--- src/rtl/layer_seq_pkg.sv ---
package layer_seq_pkg;

  typedef enum logic [2:0] {
    S_IDLE,
    S_BIAS,
    S_STEP,
    S_COMMIT,
    S_RESTORE,
    S_DRAIN
  } seqState_t;

  // strobes from the control FSM to the counter datapath
  typedef struct packed {
    logic clrAll;
    logic incStep;
    logic clrStep;
    logic nextLayer;
    logic incOut;
    logic nextPass;
  } cntCmd_t;

endpackage

--- src/rtl/seq_counters.sv ---
module seq_counters
  import layer_seq_pkg::*;
#(
  parameter int IN_W   = 784,
  parameter int H1_W   = 128,
  parameter int H2_W   = 64,
  parameter int H3_W   = 32,
  parameter int H4_W   = 64,
  parameter int H5_W   = 128,
  parameter int NUM_PE = 128,
  parameter int CNT_W  = $clog2(IN_W + 1)
) (
  input  logic             clk,
  input  logic             rstN,
  input  cntCmd_t          cmd,
  output logic [2:0]       layerIdx,
  output logic             isFirst,
  output logic             isFinal,
  output logic             isLastHidden,
  output logic             lastStep,
  output logic             lastOut,
  output logic             lastPass,
  output logic [CNT_W-1:0] activeCnt,
  output logic [CNT_W-1:0] outIdx
);

  localparam int LAST_L   = 5;
  localparam int NUM_PASS = (IN_W + NUM_PE - 1) / NUM_PE;
  localparam int LAST_SZ  = IN_W - (NUM_PASS - 1) * NUM_PE;
  localparam int PASS_W   = $clog2(NUM_PASS + 1);

  function automatic int widthOf(input logic [2:0] idx);
    case (idx)
      3'd0:    return IN_W;
      3'd1:    return H1_W;
      3'd2:    return H2_W;
      3'd3:    return H3_W;
      3'd4:    return H4_W;
      3'd5:    return H5_W;
      default: return IN_W;
    endcase
  endfunction

  logic [2:0]        layer;
  logic [CNT_W-1:0]  step;
  logic [CNT_W-1:0]  outCnt;
  logic [PASS_W-1:0] pass;
  logic [CNT_W-1:0]  inCnt;

  always_ff @(posedge clk) begin
    if (!rstN || cmd.clrAll) begin
      layer  <= '0;
      step   <= '0;
      outCnt <= '0;
      pass   <= '0;
    end else begin
      if (cmd.incStep)   step   <= step + 1'b1;
      if (cmd.clrStep)   step   <= '0;
      if (cmd.nextLayer) layer  <= layer + 1'b1;
      if (cmd.incOut)    outCnt <= outCnt + 1'b1;
      if (cmd.nextPass) begin
        pass   <= pass + 1'b1;
        outCnt <= '0;
      end
    end
  end

  always_comb begin
    inCnt    = CNT_W'(widthOf(layer));
    lastPass = (pass == PASS_W'(NUM_PASS - 1));
    if (layer == 3'(LAST_L))
      activeCnt = lastPass ? CNT_W'(LAST_SZ) : CNT_W'(NUM_PE);
    else
      activeCnt = CNT_W'(widthOf(layer + 3'd1));
  end

  assign layerIdx     = layer;
  assign isFirst      = (layer == 3'd0);
  assign isFinal      = (layer == 3'(LAST_L));
  assign isLastHidden = (layer == 3'(LAST_L - 1));
  assign lastStep     = (step == inCnt - 1'b1);
  assign lastOut      = (outCnt == activeCnt - 1'b1);
  assign outIdx       = CNT_W'(pass) * CNT_W'(NUM_PE) + outCnt;

  // tile size never exceeds the PE array
  a_r3_active_fits: assert property (@(posedge clk) disable iff (!rstN)
    activeCnt <= CNT_W'(NUM_PE));

endmodule

--- src/rtl/seq_ctrl.sv ---
module seq_ctrl
  import layer_seq_pkg::*;
#(
  parameter int CTRL_W = 32,
  parameter int DATA_W = 16
) (
  input  logic              clk,
  input  logic              rstN,
  input  logic              ctrlWe,
  input  logic [CTRL_W-1:0] ctrlWdata,
  input  logic              pixValid,
  input  logic [DATA_W-1:0] pixData,
  input  logic              wgtValid,
  input  logic              fifoReady,
  input  logic              isFirst,
  input  logic              isFinal,
  input  logic              isLastHidden,
  input  logic              lastStep,
  input  logic              lastOut,
  input  logic              lastPass,
  output cntCmd_t           cmd,
  output logic              busy,
  output logic              done,
  output logic              pixReady,
  output logic              wgtReq,
  output logic              srcSel,
  output logic              biasLoad,
  output logic              macEn,
  output logic              reluEn,
  output logic              shiftAdvance,
  output logic              shiftLoad,
  output logic              backupSave,
  output logic              shiftRestore,
  output logic              outValid
);

  seqState_t state, nextState;
  logic      startHit, doneSet, adv, pixZero;

  assign pixZero  = (pixData == '0);
  assign startHit = ctrlWe && (ctrlWdata == CTRL_W'(1)) && (state == S_IDLE);
  assign busy     = (state != S_IDLE);
  assign reluEn   = busy && !isFinal;

  always_ff @(posedge clk) begin
    if (!rstN) begin
      state <= S_IDLE;
      done  <= 1'b0;
    end else begin
      state <= nextState;
      if (startHit)     done <= 1'b0;
      else if (doneSet) done <= 1'b1;
    end
  end

  always_comb begin
    nextState    = state;
    cmd          = '0;
    doneSet      = 1'b0;
    adv          = 1'b0;
    pixReady     = 1'b0;
    wgtReq       = 1'b0;
    srcSel       = !isFirst;
    biasLoad     = 1'b0;
    macEn        = 1'b0;
    shiftAdvance = 1'b0;
    shiftLoad    = 1'b0;
    backupSave   = 1'b0;
    shiftRestore = 1'b0;
    outValid     = 1'b0;
    case (state)
      S_IDLE: if (startHit) begin
        cmd.clrAll = 1'b1;
        nextState  = S_BIAS;
      end
      S_BIAS: begin
        wgtReq = 1'b1;
        if (wgtValid) begin
          biasLoad  = 1'b1;
          nextState = S_STEP;
        end
      end
      S_STEP: begin
        if (isFirst) begin
          if (pixValid && pixZero) begin
            pixReady = 1'b1;
            adv      = 1'b1;
          end else if (pixValid) begin
            wgtReq = 1'b1;
            if (wgtValid) begin
              pixReady = 1'b1;
              macEn    = 1'b1;
              adv      = 1'b1;
            end
          end
        end else begin
          wgtReq = 1'b1;
          if (wgtValid) begin
            macEn        = 1'b1;
            shiftAdvance = 1'b1;
            adv          = 1'b1;
          end
        end
        if (adv && lastStep) begin
          cmd.clrStep = 1'b1;
          nextState   = isFinal ? S_DRAIN : S_COMMIT;
        end else if (adv) begin
          cmd.incStep = 1'b1;
        end
      end
      S_COMMIT: begin
        shiftLoad     = 1'b1;
        backupSave    = isLastHidden;
        cmd.nextLayer = 1'b1;
        nextState     = isLastHidden ? S_RESTORE : S_BIAS;
      end
      S_RESTORE: begin
        shiftRestore = 1'b1;
        nextState    = S_BIAS;
      end
      S_DRAIN: begin
        outValid = 1'b1;
        if (fifoReady && lastOut && lastPass) begin
          doneSet   = 1'b1;
          nextState = S_IDLE;
        end else if (fifoReady && lastOut) begin
          cmd.nextPass = 1'b1;
          nextState    = S_RESTORE;
        end else if (fifoReady) begin
          cmd.incOut = 1'b1;
        end
      end
      default: nextState = S_IDLE;
    endcase
  end

  a_r6_mac_needs_weight: assert property (@(posedge clk) disable iff (!rstN)
    macEn |-> wgtValid);
  a_r6_bias_needs_weight: assert property (@(posedge clk) disable iff (!rstN)
    biasLoad |-> wgtValid);
  a_r5_zero_skipped: assert property (@(posedge clk) disable iff (!rstN)
    (pixReady && pixData == '0) |-> (!macEn && !wgtReq));
  a_r4_pixel_layer0: assert property (@(posedge clk) disable iff (!rstN)
    pixReady |-> !srcSel);
  a_r2_start_busy: assert property (@(posedge clk) disable iff (!rstN)
    (ctrlWe && ctrlWdata == CTRL_W'(1) && !busy) |=> (busy && !done));
  a_r10_done_idle: assert property (@(posedge clk) disable iff (!rstN)
    done |-> !busy);
  a_r3_one_action: assert property (@(posedge clk) disable iff (!rstN)
    $onehot0({biasLoad, macEn, shiftLoad, shiftRestore, outValid}));

endmodule

--- src/rtl/layer_sequencer.sv ---
module layer_sequencer
  import layer_seq_pkg::*;
#(
  parameter int IN_W   = 784,
  parameter int H1_W   = 128,
  parameter int H2_W   = 64,
  parameter int H3_W   = 32,
  parameter int H4_W   = 64,
  parameter int H5_W   = 128,
  parameter int NUM_PE = 128,
  parameter int CTRL_W = 32,
  parameter int DATA_W = 16,
  parameter int CNT_W  = $clog2(IN_W + 1)
) (
  input  logic              clk,
  input  logic              rstN,
  input  logic              ctrlWe,
  input  logic [CTRL_W-1:0] ctrlWdata,
  input  logic              pixValid,
  input  logic [DATA_W-1:0] pixData,
  output logic              pixReady,
  input  logic              wgtValid,
  output logic              wgtReq,
  input  logic              fifoReady,
  output logic              busy,
  output logic              done,
  output logic [2:0]        layerIdx,
  output logic              srcSel,
  output logic              biasLoad,
  output logic              macEn,
  output logic              reluEn,
  output logic              shiftAdvance,
  output logic              shiftLoad,
  output logic              backupSave,
  output logic              shiftRestore,
  output logic [CNT_W-1:0]  activeCnt,
  output logic              outValid,
  output logic [CNT_W-1:0]  outIdx
);

  cntCmd_t cmd;
  logic    isFirst, isFinal, isLastHidden, lastStep, lastOut, lastPass;

  seq_ctrl #(.CTRL_W(CTRL_W), .DATA_W(DATA_W)) uCtrl (
    .clk(clk), .rstN(rstN), .ctrlWe(ctrlWe), .ctrlWdata(ctrlWdata),
    .pixValid(pixValid), .pixData(pixData), .wgtValid(wgtValid),
    .fifoReady(fifoReady), .isFirst(isFirst), .isFinal(isFinal),
    .isLastHidden(isLastHidden), .lastStep(lastStep), .lastOut(lastOut),
    .lastPass(lastPass), .cmd(cmd), .busy(busy), .done(done),
    .pixReady(pixReady), .wgtReq(wgtReq), .srcSel(srcSel),
    .biasLoad(biasLoad), .macEn(macEn), .reluEn(reluEn),
    .shiftAdvance(shiftAdvance), .shiftLoad(shiftLoad),
    .backupSave(backupSave), .shiftRestore(shiftRestore),
    .outValid(outValid)
  );

  seq_counters #(
    .IN_W(IN_W), .H1_W(H1_W), .H2_W(H2_W), .H3_W(H3_W), .H4_W(H4_W),
    .H5_W(H5_W), .NUM_PE(NUM_PE), .CNT_W(CNT_W)
  ) uCnt (
    .clk(clk), .rstN(rstN), .cmd(cmd), .layerIdx(layerIdx),
    .isFirst(isFirst), .isFinal(isFinal), .isLastHidden(isLastHidden),
    .lastStep(lastStep), .lastOut(lastOut), .lastPass(lastPass),
    .activeCnt(activeCnt), .outIdx(outIdx)
  );

  a_r9_hold_on_stall: assert property (@(posedge clk) disable iff (!rstN)
    (outValid && !fifoReady) |=> (outValid && $stable(outIdx)));
  a_r9_index_range: assert property (@(posedge clk) disable iff (!rstN)
    outValid |-> (outIdx < CNT_W'(IN_W) && !reluEn));

endmodule

--- config.mk ---
export PLATFORM = sky130hd
export DESIGN_NAME = layer_sequencer
export DESIGN_NICKNAME = d
export VERILOG_FILES = /design/src/rtl/layer_seq_pkg.sv /design/src/rtl/seq_counters.sv /design/src/rtl/seq_ctrl.sv /design/src/rtl/layer_sequencer.sv
export SDC_FILE = /design/constraint.sdc
export NUM_CORES = 1
export LEC_CHECK = 0
export BUFFER_PORTS_ARGS = -buffer_cell sky130_fd_sc_hd__buf_2
export CORE_ASPECT_RATIO = 0.6
export CORE_UTILIZATION = 25
export CTS_CLUSTER_DIAMETER = 40
export DETAILED_ROUTE_END_ITERATION = 10
export PLACE_DENSITY = 0.43
export SLEW_MARGIN = 20
export SYNTH_ARGS = -nofsm -noshare
export SYNTH_HDL_FRONTEND = slang
export SYNTH_HIERARCHICAL = 1
export SYNTH_SLANG_ARGS = --single-unit
--- constraint.sdc ---
create_clock -name clk -period 7.4 [get_ports clk]
set_input_delay 0.74 -clock clk [delete_from_list [all_inputs] [get_ports clk]]
set_output_delay 0.74 -clock clk [all_outputs]
set_load 0.01 [all_outputs]
Yosys cells after proc, flatten, opt, wreduce, memory -nomap -nowiden. Cells that the tools add are included. W data, S select, Z words.

Flip-flop bits (word level): 30. Input port bits: 54. Output and inout port bits: 36.

Add/subtract/negate cells: 7. Eq/ne operators: 23. Muxes and demuxes: 46. Bitwise operators: 1. Reduce and logical (&&, ||, !) cells: 23.

Operator list (number): $pmux W10 S3 (2); $eq A32 B1 Y1 const B (1); $mux W1 (30); $eq A3 B3 Y1 const B (7); $mux W3 (7); $add A10 B1 Y10 const B (2); $eq A10 B10 Y1 (2); $sub A10 B1 Y10 const B (2); $eq A3 B2 Y1 const B (6); $pmux W3 S6 (1); $logic_not A16 Y1 (1); $reduce_or A2 Y1 (7); $add A10 B10 Y10 (1); $mux W10 (1); $eq A3 B1 Y1 const B (3); $mux W8 (1); $logic_and A1 B1 Y1 (7); $add A3 B1 Y3 const B (2); $logic_not A3 Y1 (2); $mux W2 (3); $ne A2 B1 Y1 const B (2); $reduce_and A4 Y1 (1); $logic_not A1 Y1 (3); $ne A3 B1 Y1 const B (1); 5 further kinds (5).

Depth between registers and ports, before layout. Gate-level depths: netlist of run 1.

Word-level depth: 12. Mapped depth: 19. Mapped depth without buffers: 17.

Cells and area by module. Netlist of run 1, hierarchy kept.

Modules (own cells, without submodules): seq_counters (times used 1, cells each 204, area each 1714.1 µm², sequential area each 520.5 µm²); seq_ctrl (times used 1, cells each 75, area each 529.3 µm², sequential area each 80.1 µm²).

Worst setup path before layout of run 1. OpenSTA, ideal clock, no wires.

Kind: reg-to-reg. Start point: reg uCnt.layer[1], in the netlist uCnt/layerIdx[1]. End point: reg uCnt.outCnt[0]. Library setup time: 128 ps. Arrival: 3103 ps. Setup slack: 4169 ps. Stages on the path, launching flop included: 16. Cells stage by stage: dfxtp_1 > inv_1 > ha_1 > clkbuf_8 > and4_2 > a31oi_1 > ha_1 > xor2_1 > xnor2_1 > nand4_1 > a21oi_1 > nand2_1 > nor3_1 > or2_2 > clkbuf_1 > nor2_1.

RTL lines: start: declaration (RTL line seq_counters.sv:44) `logic [2:0] layer;`; start signal: assignment (RTL line seq_counters.sv:59) `if (cmd.nextLayer) layer <= layer + 1'b1;`; end signal: assignment (RTL line seq_counters.sv:60) `if (cmd.incOut) outCnt <= outCnt + 1'b1;`; end: declaration (RTL line seq_counters.sv:46) `logic [CNT_W-1:0] outCnt;`.

==> metrics, run 1 <==
CTS Root Buffer Type clkbuf_16; ys async rst share 0%; nets between 400 and 500; CTS Buffer Depth 2; DP Cell Count around 460; RD Place Congestion between 0.7 and 0.8; Yosys warnings 6; Clock Skew 4.25 ps; Final ANT Viol Nets 0; Row Count 26; Fin. Hold Viols 0; ratio of cells with drive above 1 in the final layout roughly 31%; Residual DRC 0; CTS tree yes; GRT Total Usage roughly an eighth; WHS Endpoint uCnt/step[5]$_SDFFE_PP0P_; fillers around 930; predominant post-synthesis flop cell dfxtp_1; critical path class reg2reg; Syn Area/Cell 8.04 um2; IO Port Bufs 85; total gr overflow 0; Layout area overhead 24.8%; Synth area leader dfxtp_1; Leak about 1.3 nW; worst-path maximum fanout 10; #FFs+latches synth 30; vias per cell 4.61; Cells on Worst Hold Path 2; register area share after synthesis a little over a quarter; H-tree depth 2; Power Dens Cells 187 mW/mm2; routed vias ~2,100; R2R Setup Slk 3490 ps; Worst setup SP type flop; total setup buffers inserted after CTS 0; post-detail-place hpwl around 4700 um; largest net degree at the start of global routing 12; post-synth top area share 26.8%; Initial Utilization between 20% and 30%; Slew HR 34.4%; n_diodes 0; Max Slew Vio Count 0; drt pass-1 iters 4; post-synth cell types just under 60; WP data arrival 4110 ps; Reg clk slew, reported paths around 50 ps; # hold bufs at CTS 0; die area roughly 0.0094 mm2; min Tclk post-route 3910 ps; WL per Instance 12.6 um; RSZ-0062 raised after global routing false; max_cap viols 0; RR Startpoint uCnt/layerIdx[1]$_SDFFE_PP0P_; Post-Syn Instances 279; Synth Cell Area 0.00224 mm2; Hold/Removal Path Class reg2reg; initial antenna violation count 0; worst skew pair latency 270 ps; DR iter-0 viols just under 90; crit end category flop; outcome finished, final reports clean; core footprint between 0.008 and 0.009 mm2; I/O pin cnt 90; WL final a little under 6000 um; vias in the first global route between 1,500 and 2,000; Area contributors post-synth dfxtp_1 27%, ha_1 6.7%, xor2_1 6.2%; DIE HEIGHT roughly 75 um; Slew @ Worst Pin around 1000 ps; Crit path required time 7610 ps; Fin Setup TNS 0 ps; first-pass GRT wire length roughly 9500 um; Max VDD drop between 0.00007 and 0.00008 V; final worst path period share between 50% and 60%; Setup violations, final 0; Final Non-Filler Cells about 460; quantity of gates resized following cts 0; die width roughly 120 um; EDFF count, synth 0; fin util ~32%; Sink Count 30; FF-to-FF path depth 14; Fmax achieved between 200 and 300 MHz; Hold Path Origin uCnt/step[5]$_SDFFE_PP0P_; capture point of the worst reg-to-reg path uCnt/outCnt[7]$_SDFFE_PP0P_; CTS buffer count 5
[stage by stage]
stage	setup slack, ps	hold slack [ps]	area (um2)	total power [mW]
2_1_floorplan	4170	478	2250	0.286
3_3_place_gp	3730	504	2670	0.337
3_5_place_dp	3530	509	2670	0.335
4_1_cts	3490	518	2800	0.531
5_1_grt	3150	555	2800	0.558
6_report	3490	526	2800	0.522
[logic make-up (layout without fill, tap and decap cells)]
family,count (synthesis),after routing,synth area share (%)
buffers and inverters,41,111,10.0
adders and majority gates,13,13,7.58
and+or+nand+nor,127,127,31.0
other,1,4,0.167
muxes,7,7,3.40
xor gates and xnor gates,24,24,9.37
AOI/OAI and AO/OA,36,36,11.7
DFF,30,30,26.8
[state kept, by name, indices dropped and copies added, names as in the netlist]
register,cells
uCnt/outCnt,10
uCnt/step,10
uCnt/layerIdx,3
uCnt/pass,3
uCtrl/state,3
uCtrl/done,1
[cells in the mapped netlist (2+ instances only)]
| master | count |
|---|---|
| a211oi_1 | 3 |
| a211oi_2 | 2 |
| a21oi_1 | 7 |
| a31oi_1 | 4 |
| and2_1 | 2 |
| and2_2 | 2 |
| and3_1 | 8 |
| buf_4 | 14 |
| clkbuf_1 | 5 |
| dfxtp_1 | 30 |
| ha_1 | 12 |
| inv_1 | 19 |
| mux2i_1 | 5 |
| nand2_1 | 19 |
| nand2b_1 | 2 |
| nand3_1 | 4 |
| nand4_1 | 8 |
| nand4b_1 | 2 |
| nor2_1 | 36 |
| nor2b_1 | 2 |
| nor3_1 | 4 |
| nor3_2 | 2 |
| nor4_1 | 13 |
| o21ai_0 | 7 |
| or2_2 | 3 |
| or2b_1 | 2 |
| or3_1 | 7 |
| or4_1 | 2 |
| xnor2_1 | 8 |
| xor2_1 | 16 |
[worst max path at each step]
stage | from | end | slack [ps] | cells after the start
2_1_floorplan | uCnt/layerIdx[1]$_SDFFE_PP0P_ | uCnt/outCnt[0]$_SDFFE_PP0P_ | 4170 | 15
3_3_place_gp | uCnt/layerIdx[1]$_SDFFE_PP0P_ | uCnt/outCnt[7]$_SDFFE_PP0P_ | 3730 | 14
3_5_place_dp | uCnt/layerIdx[1]$_SDFFE_PP0P_ | uCnt/outCnt[7]$_SDFFE_PP0P_ | 3530 | 14
4_1_cts | uCnt/layerIdx[1]$_SDFFE_PP0P_ | uCnt/outCnt[7]$_SDFFE_PP0P_ | 3490 | 14
5_1_grt | uCnt/layerIdx[1]$_SDFFE_PP0P_ | uCnt/outCnt[7]$_SDFFE_PP0P_ | 3150 | 14
6_report | uCnt/layerIdx[1]$_SDFFE_PP0P_ | uCnt/outCnt[7]$_SDFFE_PP0P_ | 3490 | 14
[cell usage in the layout, fill, tap and decap left out, types with 2 or more instances in the layout]
master     netlist  routed
o21ai_0          7       7
nand3_1          4       4
conb_1           1       4
nor4_1          13      13
mux2i_1          5       5
nand4_1          8       8
nor3_2           2       2
a211oi_1         3       3
nand2b_1         2       2
inv_1           19      19
xnor2_1          8       8
nor3_1           4       4
ha_1            12      12
xor2_1          16      16
nor2_1          36      36
buf_2            1      85
clkbuf_16        0       5
clkbuf_1         5       2
or4_1            2       2
or2b_1           2       2
dfxtp_1         30      30
and2_1           2       2
a31oi_1          4       4
and3_1           8       8
a21oi_1          7       7
nor2b_1          2       2
or3_1            7       7
or2_2            3       3
and2_2           2       2
a211oi_2         2       2
nand2_1         19      19
nand4b_1         2       2
[power breakdown]
group / switching [mW] / internal, mW
combinational: 0.0764 / 0.0718
sequential: 0.0142 / 0.169
clock: 0.0685 / 0.123
[routing by layer]
layer | up-vias | global-route usage [%] | wire [um]
li1 | 1108 | - | -
met1 | 948 | 18.3 | 3140
met2 | 77 | 18.9 | 2270
met3 | 7 | 3.51 | 366
met4 | 0 | 4.02 | 62
met5 | - | 0 | 0
[layout make-up]
cell class | count | area [um2] | share of cell area [%]
multi-input combinational | 211 | 1430 | 51.1
sequential | 30 | 601 | 21.5
timing repair buffer | 85 | 425 | 15.2
tap | 112 | 140 | 5.01
clock buffer | 7 | 133 | 4.74
inverter | 19 | 71.3 | 2.55
[critical path, stage by stage (launching register included)]
cell,delay [ps]
dfxtp_1,460
inv_1,100
ha_1,310
and4_2,320
a31oi_1,330
ha_1,230
xor2_1,170
xnor2_1,80
nand4_1,110
a21oi_1,80
nor3b_1,770
and3_1,320
nand2_1,70
or3_1,340
a21oi_1,130
No activity file was read; power rests on OpenSTA's default activity.
==> run 2: changes to the inputs <==
==> constraint.sdc (replaced) <==
create_clock -name clk -period 4 [get_ports clk]
set_input_delay 0.4 -clock clk [delete_from_list [all_inputs] [get_ports clk]]
set_output_delay 0.4 -clock clk [all_outputs]
set_load 0.01 [all_outputs]
==> run 2 against run 1 <==
Sequential power up 83%. Register-to-register slack worse by 3100 ps. Sequential share of layout area down 0.66 points. Critical path depth down 1. Utilization up 1.0 points. Flip-flop and latch count unchanged. Highest routed layer unchanged. Count of clock-buffer cells in the layout down 1. Clock skew down 1.2 ps. Largest power group unchanged. Critical path type unchanged.
==> metrics, run 2 (synthesized netlist as in run 1, its figures left out) <==
Final Non-Filler Cells roughly 470; I/O pin cnt 90; worst-path maximum fanout 10; die width 124 um; Top Registers uCnt/outCnt (10), uCnt/step (10); Multi-input gate area 0.00143 mm2; total gr overflow 0; Setup violations, final 0; Max VDD drop ~0.00017 V; DIE HEIGHT between 70 and 80 um; CTS Root Buffer Type clkbuf_16; Final ANT Viol Nets 0; max_cap viols 0; P_int ~820 uW; final worst path period share about nine tenths; Fin Setup TNS 0 ps; post-detail-place hpwl between 4000 and 5000 um; clock share of power ~45%; Clock Skew just over 3 ps; CTS Buffer Depth 2; RSZ-0062 raised after global routing false; Cells on Worst Hold Path 2; n_diodes 0; fillers roughly 890; Slew HR between 60% and 70%; outcome finished, final reports clean; CTS buffer count 5; crit end category flop; quantity of gates resized following cts 0; CTS tree yes; WL final just under 6000 um; Layout area overhead 28.7%; # hold bufs at CTS 0; Leak about 1.3 nW; Row Count 26; nets 422; Max Slew Vio Count 0; WP data arrival around 3700 ps; Initial Utilization between 20% and 30%; first-pass GRT wire length approximately 9500 um; IO Port Bufs 85; commonest non-fill, non-tap cell in the layout buf_2; Reg area about 600 um2; most frequent cells in the layout 85 x buf_2, 36 x nor2_1, 30 x dfxtp_1; drt pass-1 iters 4; Sw Pwr ~300 uW; FF-to-FF path depth 13; Reg clk slew, reported paths approximately 50 ps; post-route cell area 0.00289 mm2; worst skew pair latency around 270 ps; DP Cell Count 460; pre-CTS WS approximately 410 ps; Comb pwr share 25.1%; Hold/Removal Path Class in2reg; Sink Count 30; core footprint 0.00862 mm2; largest net degree at the start of global routing 11; Power Dens Cells roughly 400 mW/mm2; Worst setup SP type flop; routed vias around 2,200; Slew @ Worst Pin 503 ps; initial antenna violation count 0; min Tclk post-route ~3600 ps; vias in the first global route around 1,900; Crit path required time about 4200 ps; Fmax achieved roughly 280 MHz; GRT Total Usage between 10% and 20%; vias per cell 4.60; critical path class reg2reg; die area ~0.0094 mm2; total setup buffers inserted after CTS 0; Flop pwr share about 30%; DR iter-0 viols 90; H-tree depth 2; RD Place Congestion around 0.74; WL per Instance between 10 and 15 um; ratio of cells with drive above 1 in the final layout 32.0%; Sw Ratio 26.9%; Residual DRC 0; final worst slack 438 ps; Area after DPL 0.00269 mm2; Fin. Hold Viols 0; final hold slack 395 ps
-- run 2: stage by stage --
step / power [mW] / util (%)
6_report: 1.12 / 33.5
5_1_grt: 1.19 / 33.5
4_1_cts: 1.14 / 33.5
3_5_place_dp: 0.625 / 31.2
3_3_place_gp: 0.628 / 31.2
2_1_floorplan: 0.530 / -
-- run 2: worst max-delay path, cell delays in order, from the launching register on --
cell     delay (ps)
dfxtp_1         460
inv_1           100
ha_1            310
and4_2          310
a31oi_1         320
ha_1            230
xor2_1          180
xnor2_1         140
nand4_1         120
a21oi_1         280
nand2_1         150
nor3_1          420
or2_2           340
nor2_1           80
-- run 2: final cells by class --
type                    instances  share of cell area, %
repair buffers                 88                   15.5
well taps                     112                   4.85
multi-input cells             211                   49.5
flip-flops and latches         30                   20.8
clock inverters                 2                   2.08
clock buffers                   6                   4.81
inverters                      19                   2.47
-- run 2: power by group through the flow --
stage	Combinational [mW]	Sequential (mW)	Clock [mW]
2_1_floorplan	0.195	0.335	0
3_3_place_gp	0.288	0.340	0
3_5_place_dp	0.285	0.340	0
4_1_cts	0.287	0.334	0.522
5_1_grt	0.313	0.337	0.540
6_report	0.282	0.334	0.507
-- run 2: final timing paths --
check / startpoint / endpoint / slack (ps)
worst min register to register: uCnt/step[5]$_SDFFE_PP0P_ / uCnt/step[5]$_SDFFE_PP0P_ / 520
worst min-delay path: rstN / uCtrl/state[0]$_SDFFE_PN0P_ / 400
worst max register to register: uCnt/layerIdx[1]$_SDFFE_PP0P_ / uCnt/outCnt[8]$_SDFFE_PP0P_ / 440
worst max-delay path: uCnt/layerIdx[1]$_SDFFE_PP0P_ / uCnt/outCnt[8]$_SDFFE_PP0P_ / 440
-- run 2: per-layer routing --
| layer | up-vias | GRT usage, % | wire [um] |
|---|---|---|---|
| met5 | - | 0 | 0 |
| met4 | 0 | 2.81 | 42 |
| met3 | 5 | 2.74 | 359 |
| met2 | 83 | 18.1 | 2180 |
| met1 | 956 | 19.1 | 3290 |
| li1 | 1110 | - | - |
